`config.mk`:
```
export PLATFORM = sky130hd
export DESIGN_NAME = wdog_rstreq_gen
export DESIGN_NICKNAME = d
export VERILOG_FILES = /design/src/rtl/wdog_rstreq_pkg.sv /design/src/rtl/wdog_rstreq_tickcnt.sv /design/src/rtl/wdog_rstreq_chan.sv /design/src/rtl/wdog_rstreq_drive.sv /design/src/rtl/wdog_rstreq_gen.sv
export SDC_FILE = /design/constraint.sdc
export NUM_CORES = 1
export LEC_CHECK = 0
export BUFFER_PORTS_ARGS = -buffer_cell sky130_fd_sc_hd__clkbuf_2
export CAP_MARGIN = 20
export CORE_MARGIN = 2
export CORE_UTILIZATION = 45
export DETAILED_ROUTE_END_ITERATION = 8
export MAX_ROUTING_LAYER = met4
export PLACE_DENSITY = 0.71
export SYNTH_ARGS = -nofsm -noshare
export SYNTH_HDL_FRONTEND = slang
export SYNTH_HIERARCHICAL = 1
export SYNTH_SLANG_ARGS = --single-unit
```
`constraint.sdc`:
```
create_clock -name clk -period 3.2 [get_ports clk]
set_input_delay 0.32 -clock clk [delete_from_list [all_inputs] [get_ports clk]]
set_output_delay 0.32 -clock clk [all_outputs]
set_load 0.03 [all_outputs]
```
`src/rtl/wdog_rstreq_pkg.sv`:
```
package wdog_rstreq_pkg;

    typedef enum logic [1:0] {
        ST_IDLE  = 2'd0,
        ST_WAIT  = 2'd1,
        ST_HOLD  = 2'd2,
        ST_PULSE = 2'd3
    } chan_state_e;

    localparam int NUM_CH = 2;
    localparam int CH_INT = 0;
    localparam int CH_EXT = 1;

    localparam logic MODE_LEVEL = 1'b0;
    localparam logic MODE_PULSE = 1'b1;

endpackage

```
`src/rtl/wdog_rstreq_tickcnt.sv`:
```
module wdog_rstreq_tickcnt #(
    parameter int W = 16
) (
    input  logic         clk,
    input  logic         rst_n,
    input  logic         load_i,
    input  logic [W-1:0] load_val_i,
    input  logic         dec_i,
    output logic [W-1:0] cnt_o,
    output logic         expire_o
);

    localparam logic [W-1:0] ONE  = {{(W-1){1'b0}}, 1'b1};
    localparam logic [W-1:0] ZERO = '0;

    logic [W-1:0] cnt_q;

    always_ff @(posedge clk or negedge rst_n) begin
        if (!rst_n) begin
            cnt_q <= ZERO;
        end else if (load_i) begin
            cnt_q <= load_val_i;
        end else if (dec_i && (cnt_q != ZERO)) begin
            cnt_q <= cnt_q - ONE;
        end
    end

    assign cnt_o    = cnt_q;
    assign expire_o = dec_i && (cnt_q == ONE);

    // a decrement never wraps below zero
    AST_CNT_NO_WRAP: assert property (@(posedge clk) disable iff (!rst_n)
        (!load_i && cnt_q == ZERO) |=> (cnt_q == ZERO));

endmodule

```
`src/rtl/wdog_rstreq_chan.sv`:
```
module wdog_rstreq_chan
    import wdog_rstreq_pkg::*;
#(
    parameter int DLY_W = 16,
    parameter int WIN_W = 8
) (
    input  logic             clk,
    input  logic             rst_n,
    input  logic             en_i,
    input  logic             mode_i,
    input  logic [DLY_W-1:0] dly_i,
    input  logic [WIN_W-1:0] win_i,
    input  logic             ovf_i,
    input  logic             tick_i,
    input  logic             clr_i,
    output logic             active_o,
    output logic             waiting_o,
    output logic             release_o
);

    localparam logic [WIN_W-1:0] WIN_MIN  = {{(WIN_W-1){1'b0}}, 1'b1};
    localparam logic [DLY_W-1:0] DLY_ZERO = '0;
    localparam logic [WIN_W-1:0] WIN_ZERO = '0;

    chan_state_e state_q, state_nx;

    logic             dly_load, dly_dec, dly_expire;
    logic             win_load, win_dec, win_expire;
    logic [DLY_W-1:0] dly_cnt;
    logic [WIN_W-1:0] win_cnt;
    logic [WIN_W-1:0] win_eff;
    logic             cancel;
    logic             fire_now;
    chan_state_e      fire_state;

    assign cancel     = !en_i || clr_i;
    assign win_eff    = (win_i == WIN_ZERO) ? WIN_MIN : win_i;
    assign fire_state = (mode_i == MODE_PULSE) ? ST_PULSE : ST_HOLD;

    // FIRE condition: zero delay on the overflow, or the delay ends in WAIT
    always_comb begin
        fire_now = 1'b0;
        unique case (state_q)
            ST_IDLE:  fire_now = ovf_i && (dly_i == DLY_ZERO);
            ST_WAIT:  fire_now = dly_expire;
            ST_HOLD:  fire_now = 1'b0;
            ST_PULSE: fire_now = 1'b0;
            default:  fire_now = 1'b0;
        endcase
    end

    // next-state logic: ARM, FIRE, EXPIRE, CANCEL
    always_comb begin
        state_nx = state_q;
        if (cancel) begin
            state_nx = ST_IDLE;
        end else begin
            unique case (state_q)
                ST_IDLE: begin
                    if (fire_now) begin
                        state_nx = fire_state;
                    end else if (ovf_i) begin
                        state_nx = ST_WAIT;
                    end
                end
                ST_WAIT: begin
                    if (fire_now) begin
                        state_nx = fire_state;
                    end
                end
                ST_HOLD: begin
                    state_nx = ST_HOLD;
                end
                ST_PULSE: begin
                    if (win_expire) begin
                        state_nx = ST_IDLE;
                    end
                end
                default: state_nx = ST_IDLE;
            endcase
        end
    end

    // state register
    always_ff @(posedge clk or negedge rst_n) begin
        if (!rst_n) begin
            state_q <= ST_IDLE;
        end else begin
            state_q <= state_nx;
        end
    end

    // counter controls
    assign dly_load = (state_q == ST_IDLE) && !cancel && ovf_i;
    assign dly_dec  = (state_q == ST_WAIT) && tick_i;
    assign win_load = (state_nx == ST_PULSE) && (state_q != ST_PULSE);
    assign win_dec  = (state_q == ST_PULSE) && tick_i;

    wdog_rstreq_tickcnt #(.W(DLY_W)) u_dly (
        .clk        (clk),
        .rst_n      (rst_n),
        .load_i     (dly_load),
        .load_val_i (dly_i),
        .dec_i      (dly_dec),
        .cnt_o      (dly_cnt),
        .expire_o   (dly_expire)
    );

    wdog_rstreq_tickcnt #(.W(WIN_W)) u_win (
        .clk        (clk),
        .rst_n      (rst_n),
        .load_i     (win_load),
        .load_val_i (win_eff),
        .dec_i      (win_dec),
        .cnt_o      (win_cnt),
        .expire_o   (win_expire)
    );

    // output process
    always_comb begin
        active_o  = 1'b0;
        waiting_o = 1'b0;
        unique case (state_q)
            ST_IDLE:  begin active_o = 1'b0; waiting_o = 1'b0; end
            ST_WAIT:  begin active_o = 1'b0; waiting_o = 1'b1; end
            ST_HOLD:  begin active_o = en_i; waiting_o = 1'b0; end
            ST_PULSE: begin active_o = en_i; waiting_o = 1'b0; end
            default:  begin active_o = 1'b0; waiting_o = 1'b0; end
        endcase
        release_o = ((state_q == ST_HOLD) || (state_q == ST_PULSE)) &&
                    (state_nx == ST_IDLE);
    end

    AST_HOLD_KEEPS: assert property (@(posedge clk) disable iff (!rst_n)
        (state_q == ST_HOLD && !cancel) |=> (state_q == ST_HOLD));
    AST_PULSE_ENDS: assert property (@(posedge clk) disable iff (!rst_n)
        (state_q == ST_PULSE && !cancel && win_expire) |=> (state_q == ST_IDLE));
    AST_DISABLED_IDLE: assert property (@(posedge clk) disable iff (!rst_n)
        (!en_i) |=> (state_q == ST_IDLE));
    AST_NO_REARM: assert property (@(posedge clk) disable iff (!rst_n)
        (state_q == ST_WAIT && !cancel && !tick_i) |=> $stable(dly_cnt));
    AST_WIN_NO_REARM: assert property (@(posedge clk) disable iff (!rst_n)
        (state_q == ST_PULSE && !cancel && !tick_i) |=> $stable(win_cnt));

endmodule

```
`src/rtl/wdog_rstreq_drive.sv`:
```
module wdog_rstreq_drive #(
    parameter bit HAS_POL = 1'b1
) (
    input  logic active_i,
    input  logic pol_i,
    output logic req_o
);

    generate
        if (HAS_POL) begin : g_pol
            assign req_o = pol_i ? active_i : !active_i;
        end else begin : g_fixed
            logic unused_pol;
            assign unused_pol = pol_i;
            assign req_o      = active_i;
        end
    endgenerate

endmodule

```
`src/rtl/wdog_rstreq_gen.sv`:
```
module wdog_rstreq_gen
    import wdog_rstreq_pkg::*;
#(
    parameter int DLY_W = 16,
    parameter int WIN_W = 8
) (
    input  logic             clk,
    input  logic             rst_n,
    input  logic             ovf_i,
    input  logic             tick_i,
    input  logic             clr_i,
    input  logic             restart_en_i,
    input  logic             int_en_i,
    input  logic             int_mode_i,
    input  logic [DLY_W-1:0] int_dly_i,
    input  logic [WIN_W-1:0] int_win_i,
    input  logic             ext_en_i,
    input  logic             ext_mode_i,
    input  logic             ext_pol_i,
    input  logic [DLY_W-1:0] ext_dly_i,
    input  logic [WIN_W-1:0] ext_win_i,
    output logic             int_req_o,
    output logic             ext_req_o,
    output logic             pending_o,
    output logic             restart_o
);

    logic             ch_en   [NUM_CH];
    logic             ch_mode [NUM_CH];
    logic             ch_pol  [NUM_CH];
    logic [DLY_W-1:0] ch_dly  [NUM_CH];
    logic [WIN_W-1:0] ch_win  [NUM_CH];
    logic             ch_act  [NUM_CH];
    logic             ch_wait [NUM_CH];
    logic             ch_rel  [NUM_CH];
    logic             ch_req  [NUM_CH];
    logic             restart_q;

    assign ch_en[CH_INT]   = int_en_i;
    assign ch_mode[CH_INT] = int_mode_i;
    assign ch_pol[CH_INT]  = 1'b1;
    assign ch_dly[CH_INT]  = int_dly_i;
    assign ch_win[CH_INT]  = int_win_i;
    assign ch_en[CH_EXT]   = ext_en_i;
    assign ch_mode[CH_EXT] = ext_mode_i;
    assign ch_pol[CH_EXT]  = ext_pol_i;
    assign ch_dly[CH_EXT]  = ext_dly_i;
    assign ch_win[CH_EXT]  = ext_win_i;

    generate
        for (genvar c = 0; c < NUM_CH; c++) begin : g_ch
            wdog_rstreq_chan #(.DLY_W(DLY_W), .WIN_W(WIN_W)) u_chan (
                .clk       (clk),
                .rst_n     (rst_n),
                .en_i      (ch_en[c]),
                .mode_i    (ch_mode[c]),
                .dly_i     (ch_dly[c]),
                .win_i     (ch_win[c]),
                .ovf_i     (ovf_i),
                .tick_i    (tick_i),
                .clr_i     (clr_i),
                .active_o  (ch_act[c]),
                .waiting_o (ch_wait[c]),
                .release_o (ch_rel[c])
            );
            wdog_rstreq_drive #(.HAS_POL(c == CH_EXT)) u_drive (
                .active_i (ch_act[c]),
                .pol_i    (ch_pol[c]),
                .req_o    (ch_req[c])
            );
        end
    endgenerate

    always_ff @(posedge clk or negedge rst_n) begin
        if (!rst_n) begin
            restart_q <= 1'b0;
        end else begin
            restart_q <= restart_en_i && ch_rel[CH_INT];
        end
    end

    logic unused_ext_rel;
    assign unused_ext_rel = ch_rel[CH_EXT];

    assign int_req_o = ch_req[CH_INT];
    assign ext_req_o = ch_req[CH_EXT];
    assign pending_o = ch_wait[CH_INT] || ch_wait[CH_EXT];
    assign restart_o = restart_q;

    AST_EXT_IDLE_LEVEL: assert property (@(posedge clk) disable iff (!rst_n)
        (!ext_en_i) |-> (ext_req_o == !ext_pol_i));
    AST_INT_IDLE_LOW: assert property (@(posedge clk) disable iff (!rst_n)
        (!int_en_i) |-> !int_req_o);
    AST_RESTART_SINGLE: assert property (@(posedge clk) disable iff (!rst_n)
        restart_o |=> !restart_o);
    AST_RESTART_ON_FALL: assert property (@(posedge clk) disable iff (!rst_n)
        (restart_en_i && int_en_i && int_req_o && clr_i) |=> restart_o);

endmodule

```
==> impl_results.md, run 1 <==
* Commonest cells after routing, fill and taps aside: clkbuf_2 (62), dfrtp_1 (53), nor2_1 (39), nand2_1 (34), a31oi_1 (21)
* Detailed-route DRC error count at 0
* Vias in the first global route at 3450
* Outcome: finished, final reports clean
* First-iteration detailed-routing DRC count at 140
* Setup total negative slack at 0 ns
* Final Core Density at 50.7%
* Kind of critical path: flip-flop to flip-flop
* Total CTS buffers at 5
* FMAX at 354 MHz
* Clock skew at 0.00515 ns
* LEAKAGE at 1.71 nW
* Clock-pin slew on the worst setup and hold paths at 0.10 ns
* Share of layout cells above drive strength 1 at 21.5%
* Post-Syn Nets at 522
* Clock root cell: clkbuf_8
* Placeable core area at 8680 um^2
* Bufs on Longest Clock Path at 2
* Total number of clock tree sinks at 53
* Drt total wl at 9.58 mm
* Ys Warns at 6
* Worst Hold Class: primary input to asynchronous set/reset pin
* RSZ-0062 raised after global routing: no
* Flop-to-flop setup slack at 0.37 ns
* DR vias/cell at 6.04
* Final setup violation count at 0
* Syn_area_per_cell at 8.87 um^2
* HPWL Detailed at 7.15 mm
* Pin count of the biggest net entering global routing at 54
* Port bufs at 62
* Final worst path period share at 88.3%
* Cts hold-fix bufs at 0
* Commonest non-fill, non-tap cell in the layout: clkbuf_2
* Htree depth at 2
* Die area at 9710 um^2
* Post-CTS Setup Bufs at 0
* Final setup margin at 0.373 ns
* Final Hold Fails at 0
* Area grow syn2layout at 9.37%
* # rows at 34
* CTS tree: done
* Synth Instances at 453
* Startpoint Class: flip-flop
* CTS resizes at 0
* Max_cap viols at 0
* Max Slew Vio Count at 0
* DR WL/cell at 15.8 um
* Routability cong. at 0.852
* Pwr Total at 1.54 mW
* Num ports at 63
* Gr ovfl total at 0
* Total GRT Usage at 20.5%
* Slew margin rel. at 53.1%
* Pre-CTS WS at 0.442 ns
* Vias at 3654
* Worst-skew pair later-pin latency at 0.31 ns
* Crit. End Element: flip-flop
* # nets final at 565
* Mapped Area at 4020 um^2
* TritonRoute pass-1 iters at 4
* Pwr per Cell Area at 351 nW/um^2
* Post-layout min period at 2.83 ns
* ANT cells at 0
* Initial antenna violation count at 0
* Initial Util at 46.3%
* Die W at 98.5 um
* Antenna Violating Nets Remaining at 0
* Worst-path maximum fanout at 9
* Worst-Margin Slew at 0.703 ns
* WP data arrival at 3.01 ns
* VDD IR max at 203 uV
* Worst endpoint required time at 3.38 ns
* Smallest hold slack at 0.121 ns
* Die Span Y at 98.5 um
* First-pass GRT wire length at 16.2 mm
==> layout make-up <==
| type | instances | area (um^2) |
|---|---|---|
| Sequential cell | 53 | 1330 |
| Timing Repair Buffer | 73 | 393 |
| Multi-Input combinational cell | 346 | 2400 |
| Inverter | 17 | 63.8 |
| Fill cell | 845 | 4280 |
| Tap cell | 108 | 135 |
| Clock buffer | 8 | 80.1 |
==> worst paths after layout <==
path | startpoint | endpoint | cells past startpoint
setup reg to reg | g_ch[0].u_chan/u_dly/cnt_o[9] | g_ch[0].u_chan/u_win/cnt_o[0] | 9
hold / removal | rst_n | g_ch[1].u_chan/u_dly/cnt_o[10] | 2
min in group clk | restart_en_i | restart_o | 2
hold reg to reg | g_ch[0].u_chan/u_dly/cnt_o[6] | g_ch[0].u_chan/u_dly/cnt_o[6] | 1
setup / recovery | g_ch[0].u_chan/u_dly/cnt_o[9] | g_ch[0].u_chan/u_win/cnt_o[0] | 9
max in group asynchronous | rst_n | g_ch[0].u_chan/u_dly/cnt_o[5] | 2
==> sequential cells by signal (all words and copies together), names as in the netlist <==
name                     cells
g_ch.u_chan/state_q          4
g_ch.u_chan/u_dly/cnt_o     32
g_ch.u_chan/u_win/cnt_o     16
restart_o                    1
==> worst max-delay path: stages (launching register included) <==
cell	delay (ns)
dfrtp_1	0.43
nor4_1	0.48
and4b_1	0.38
and4b_1	0.26
a21oi_1	0.09
a21o_1	0.17
a211oi_2	0.29
clkinv_1	0.30
o2111ai_1	0.18
o211ai_1	0.12
==> routing by layer <==
metal | GRT usage (%) | up-vias | routed length, um
li1 | - | 1809 | -
met1 | 28.4 | 1758 | 4560
met2 | 32.9 | 82 | 4600
met3 | 2.62 | 5 | 380
met4 | 3.48 | 0 | 42
met5 | - | - | 0
==> stage by stage <==
step	area [um^2]	cells
finish	4400	605
global route	4400	605
CTS	4400	605
detailed placement	4320	597
global placement	4320	597
floorplan	4020	453
==> power by group <==
group          internal (mW)  switching, mW
sequential             0.752          0.106
clock                  0.157          0.226
combinational          0.146          0.156
(Power assumes the default switching activity.)
==> run 2: changes to the inputs <==
--- a/config.mk
+++ b/config.mk
@@ -7,11 +7,13 @@
 export LEC_CHECK = 0
 export BUFFER_PORTS_ARGS = -buffer_cell sky130_fd_sc_hd__clkbuf_2
 export CAP_MARGIN = 20
+export CELL_PAD_IN_SITES_DETAIL_PLACEMENT = 1
+export CELL_PAD_IN_SITES_GLOBAL_PLACEMENT = 1
 export CORE_MARGIN = 2
-export CORE_UTILIZATION = 45
+export CORE_UTILIZATION = 44
 export DETAILED_ROUTE_END_ITERATION = 8
 export MAX_ROUTING_LAYER = met4
-export PLACE_DENSITY = 0.71
+export PLACE_DENSITY = 0.86
 export SYNTH_ARGS = -nofsm -noshare
 export SYNTH_HDL_FRONTEND = slang
 export SYNTH_HIERARCHICAL = 1
==> run 2 against run 1 <==
  * Cell count rose by 0.17%
  * Non-clock buffer count up 1
  * Die area up 2.2%
  * Critical path depth did not move
  * Highest routed layer unchanged
==> impl_results.md, run 2 (same netlist as run 1, synthesis figures left out) <==
* Antenna Violating Nets Remaining at 0
* Crit path cell chain: nor4_2 -> and4b_1 -> and4b_1 -> a21oi_1 -> a21o_1 -> a211oi_2 -> clkinv_1 -> o2111ai_1 -> o211ai_1
* Worst-path maximum fanout at 9
* Vias in the first global route at 3971
* Worst path max stage delay at 0.45 ns
* Worst-Margin Slew at 0.716 ns
* WP buf/inv at 1
* Commonest cells after routing, fill and taps aside: clkbuf_2 (62), dfrtp_1 (53), nor2_1 (39), nand2_1 (34), a31oi_1 (21)
* Worst Hold Endpoint: restart_o
* Total GRT Usage at 24.1%
* Smallest hold slack at 0.204 ns
* First-iteration detailed-routing DRC count at 134
* DR vias/cell at 6.25
* Initial antenna violation count at 0
* Crit path max-delay family: simple AND/OR/NAND/NOR gates
* Final setup violation count at 0
* FMAX at 350 MHz
* CTS tree: done
* WP data arrival at 3.05 ns
* Clock root cell: clkbuf_8
* TritonRoute pass-1 iters at 4
* Vias at 3787
* Register area at 1330 um^2
* Htree depth at 2
* Final setup margin at 0.341 ns
* Final Hold Fails at 0
* RR Startpoint: g_ch[0].u_chan/u_dly/cnt_o[9]
* Placeable core area at 8810 um^2
* Worst endpoint required time at 3.39 ns
* Worst Hold Class: primary input to flip-flop
* Total number of clock tree sinks at 53
* Gr ovfl total at 0
* Worst Min Path Start: restart_en_i
* Detailed-route DRC error count at 0
* Total CTS buffers at 5
* Num ports at 63
* Final instance area at 4450 um^2
* VDD IR max at 198 uV
* Post-layout min period at 2.86 ns
* Share of layout cells above drive strength 1 at 22.5%
* Area grow syn2layout at 10.8%
* Port bufs at 62
* # rows at 34
* # nets final at 566
* Max Slew Vio Count at 0
* First-pass GRT wire length at 19.0 mm
* Die Span Y at 99.6 um
* Setup total negative slack at 0 ns
* RSZ-0062 raised after global routing: no
* Outcome: finished, final reports clean
* Worst-skew pair later-pin latency at 0.32 ns
* Hold depth at 2
* Drt total wl at 11.3 mm
* Final worst path period share at 89.3%
* Flop-to-flop setup slack at 0.34 ns
* # fillers at 1061
* Placement Cell Area at 4310 um^2
* Reg2reg path depth at 9
* Max_cap viols at 0
* Clock-pin slew on the worst setup and hold paths at 0.11 ns
* Bufs on Longest Clock Path at 2
* Final Core Density at 50.6%
* Crit. End Element: flip-flop
* Die W at 99.6 um
* Startpoint Class: flip-flop
* Slew margin rel. at 52.2%
* DR WL/cell at 18.7 um
* Pre-CTS WS at 0.307 ns
* Initial Util at 45.7%
* Reg2reg end: g_ch[0].u_chan/u_win/cnt_o[0]
* LEAKAGE at 1.74 nW
* Routability cong. at 0.899
* Max FFs per register at 32
* Commonest non-fill, non-tap cell in the layout: clkbuf_2
* Pwr per Cell Area at 367 nW/um^2
* Kind of critical path: flip-flop to flip-flop
* CP max-delay cell: dfrtp_1
* Pin count of the biggest net entering global routing at 38
* ANT cells at 0
* Critical Path Most Common Cell: and4b_1
* Die area at 9920 um^2
* Clock skew at 0.00710 ns
* Multi-input gate area at 2410 um^2
* CP Depth at 9
* HPWL Detailed at 8.49 mm
## run 2: cell count changes in the layout (fill, tap and decap cells not counted), sizes merged
cell,delta
clkinv,+1
dlygate4sd3,+1
clkbuf,-1
## run 2: per-stage QoR
| step | power (mW) | cells |
|---|---|---|
| 4_1_cts | 1.63 | 604 |
| 6_report | 1.63 | 606 |
| 3_3_place_gp | 1.16 | 596 |
| 2_1_floorplan | 1.05 | 453 |
| 3_5_place_dp | 1.19 | 596 |
| 5_1_grt | 1.72 | 606 |
## run 2: cell type report
type,count,share of cell area [%]
Tap cell,108,3.03
Sequential cell,53,29.8
Multi-Input combinational cell,346,54.1
Inverter,17,1.43
Clock buffer,7,2.16
Timing Repair Buffer,74,9.33
Clock inverter,1,0.112
## run 2: power by group
part	switching (mW)	leakage, nW	internal [mW]
sequential	0.115	0.631	0.752
combinational	0.172	1.05	0.150
clock	0.247	0.0542	0.197
total	0.534	1.74	1.10
## run 2: what timing repair did
action,in CTS,in global routing
resized for setup,0,2
setup endpoints to repair,0,1
buffers inserted,0,0
hold endpoints to repair,0,6
hold buffers,0,1
## run 2: how the worst max path moves through the flow
stage / from / to
floorplan: g_ch[1].u_chan/u_dly/cnt_o[12] / g_ch[1].u_chan/u_win/cnt_o[5]
global placement: g_ch[0].u_chan/u_dly/cnt_o[9] / g_ch[0].u_chan/u_win/cnt_o[0]
detailed placement: g_ch[0].u_chan/u_dly/cnt_o[9] / g_ch[0].u_chan/u_win/cnt_o[0]
CTS: g_ch[0].u_chan/u_dly/cnt_o[9] / g_ch[0].u_chan/u_win/cnt_o[0]
global route: g_ch[0].u_chan/u_dly/cnt_o[12] / g_ch[0].u_chan/u_win/cnt_o[0]
finish: g_ch[0].u_chan/u_dly/cnt_o[9] / g_ch[0].u_chan/u_win/cnt_o[0]
## run 2: per-layer routing
layer / up-vias / track usage (%) / share of wire [%]
met5: - / - / 0
met4: 0 / 7.17 / 1.6
met3: 16 / 3.44 / 3.6
met2: 81 / 41.1 / 49
met1: 1881 / 29.8 / 46
li1: 1809 / - / -
==> run 3: changes to the inputs <==
==> constraint.sdc (replaced) <==
create_clock -name clk -period 3.2 [get_ports clk]
set_input_delay 0.64 -clock clk [delete_from_list [all_inputs] [get_ports clk]]
set_output_delay 0.64 -clock clk [all_outputs]
set_load 0.03 [all_outputs]
==> run 3 against run 2 <==
  * Wire length is 2.5% higher
  * Utilization decreased by 0.14 points
  * Non-clock buffer count unchanged
  * Die area is the same
  * Register-to-register slack worse by 0.08 ns
  * Worst setup slack worse by 0.082 ns
  * Sequential power barely moved
  * Worst hold slack better by 0.033 ns
  * Sequential cell count did not move
  * Via count is 2.1% higher
  * Critical path depth is the same
  * Largest cell class unchanged
  * Largest power group unchanged
==> impl_results.md, run 3 (same netlist as run 1, synthesis figures left out) <==
* WP data arrival at 3.14 ns
* Num ports at 63
* CTS tree: done
* Cts hold-fix bufs at 0
* Crit. End Element: flip-flop
* Commonest non-fill, non-tap cell in the layout: clkbuf_2
* RSZ-0062 raised after global routing: no
* Placement Cell Area at 4320 um^2
* Final setup violation count at 0
* Total CTS buffers at 5
* Gr ovfl total at 0
* Slew margin rel. at 61.0%
* Share of layout cells above drive strength 1 at 22.1%
* VDD IR max at 204 uV
* Reg2reg end: g_ch[1].u_chan/u_win/cnt_o[7]
* Pin count of the biggest net entering global routing at 41
* Htree depth at 2
* Outcome: finished, final reports clean
* Drt total wl at 11.6 mm
* Max_cap viols at 0
* Worst-Margin Slew at 0.580 ns
* Routability cong. at 0.883
* Final Hold Fails at 0
* TritonRoute pass-1 iters at 4
* Final instance area at 4440 um^2
* Die area at 9920 um^2
* Final Core Density at 50.4%
* FMAX at 340 MHz
* Total GRT Usage at 24.4%
* Setup total negative slack at 0 ns
* DR WL/cell at 19.1 um
* Final worst path period share at 91.9%
* Die Span Y at 99.6 um
* LEAKAGE at 1.74 nW
* Port bufs at 62
* ANT cells at 0
* HPWL Detailed at 8.85 mm
* Initial antenna violation count at 0
* Clock root cell: clkbuf_8
* CTS resizes at 0
* Area grow syn2layout at 10.5%
* Antenna Violating Nets Remaining at 0
* First-iteration detailed-routing DRC count at 109
* Max FFs per register at 32
* First-pass GRT wire length at 19.1 mm
* Flop-to-flop setup slack at 0.26 ns
* Commonest cells after routing, fill and taps aside: clkbuf_2 (62), dfrtp_1 (53), nor2_1 (39), nand2_1 (34), a31oi_1 (21)
* Max Slew Vio Count at 0
* Vias in the first global route at 3986
* # rows at 34
* Post-layout min period at 2.94 ns
* Worst Hold Class: primary input to asynchronous set/reset pin
* Kind of critical path: flip-flop to flip-flop
* Worst-skew pair later-pin latency at 0.31 ns
* Pwr per Cell Area at 380 nW/um^2
* # nets final at 566
* RR Startpoint: g_ch[1].u_chan/u_dly/cnt_o[5]
* Total number of clock tree sinks at 53
* Worst-path maximum fanout at 16
* Vias at 3866
* Clock-pin slew on the worst setup and hold paths at 0.11 ns
* Clock skew at 0.00664 ns
* Post-CTS Setup Bufs at 0
* Placeable core area at 8810 um^2
* Die W at 99.6 um
* Reg2reg path depth at 9
* Startpoint Class: flip-flop
* Initial Util at 45.7%
* Bufs on Longest Clock Path at 2
* Detailed-route DRC error count at 0
* DR vias/cell at 6.38
* Worst endpoint required time at 3.40 ns
## run 3: changes by cell type in the layout (fill, tap and decap cells not counted), sizes merged
cell,change
buf,+1
bufinv,+1
clkinv,-1
dlygate4sd3,-1
## run 3: how the worst max path moves through the flow
| stage | endpoint | from |
|---|---|---|
| floorplan | g_ch[1].u_chan/u_win/cnt_o[5] | g_ch[1].u_chan/u_dly/cnt_o[12] |
| global route | g_ch[0].u_chan/u_win/cnt_o[0] | g_ch[0].u_chan/u_dly/cnt_o[9] |
| finish | g_ch[1].u_chan/u_win/cnt_o[7] | g_ch[1].u_chan/u_dly/cnt_o[5] |
| detailed placement | g_ch[0].u_chan/u_win/cnt_o[0] | g_ch[0].u_chan/u_dly/cnt_o[9] |
| CTS | g_ch[1].u_chan/u_win/cnt_o[7] | g_ch[1].u_chan/u_dly/cnt_o[5] |
| global placement | g_ch[1].u_chan/u_win/cnt_o[7] | g_ch[1].u_chan/u_dly/cnt_o[6] |
## run 3: area by class of cell
| type | count | area [um^2] |
|---|---|---|
| multi-input combinational | 346 | 2400 |
| tap | 108 | 135 |
| inverter | 17 | 63.8 |
| timing repair buffer | 74 | 400 |
| clock buffer | 7 | 86.3 |
| sequential | 53 | 1330 |
| fill | 1058 | 4370 |
| clock inverter | 1 | 30.0 |
## run 3: report_power, final
| part | leakage [nW] | switching [mW] | internal [mW] | total, mW |
|---|---|---|---|---|
| clock | 0.0585 | 0.243 | 0.256 | 0.499 |
| sequential | 0.631 | 0.114 | 0.752 | 0.866 |
| combinational | 1.05 | 0.171 | 0.149 | 0.320 |
| total | 1.74 | 0.529 | 1.16 | 1.69 |
## run 3: worst max-delay path, cell delays in order, from the launching register on
cell and delay [ns]:
dfrtp_1 0.46, nor4_1 0.49, and4b_1 0.41, and4b_1 0.27
a21oi_1 0.10, a21o_1 0.19, a211oi_2 0.28, buf_4 0.25
nor2_1 0.07, a221o_1 0.31
## run 3: routing by layer
layer	global-route usage (%)	part of all wire (%)
met1	29.4	43
met2	42.1	51
met3	3.30	3.5
met4	8.54	2.1
met5	-	0
## run 3: per-stage QoR
| stage | cells | hold slack, ns | power [mW] | setup slack [ns] |
|---|---|---|---|---|
| 2_1_floorplan | 453 | 0.344 | 1.05 | 0.462 |
| 3_3_place_gp | 598 | 0.491 | 1.16 | 0.502 |
| 3_5_place_dp | 598 | 0.497 | 1.20 | 0.311 |
| 4_1_cts | 606 | 0.243 | 1.69 | 0.279 |
| 5_1_grt | 606 | 0.257 | 1.77 | 0.00882 |
| 6_report | 606 | 0.237 | 1.69 | 0.260 |
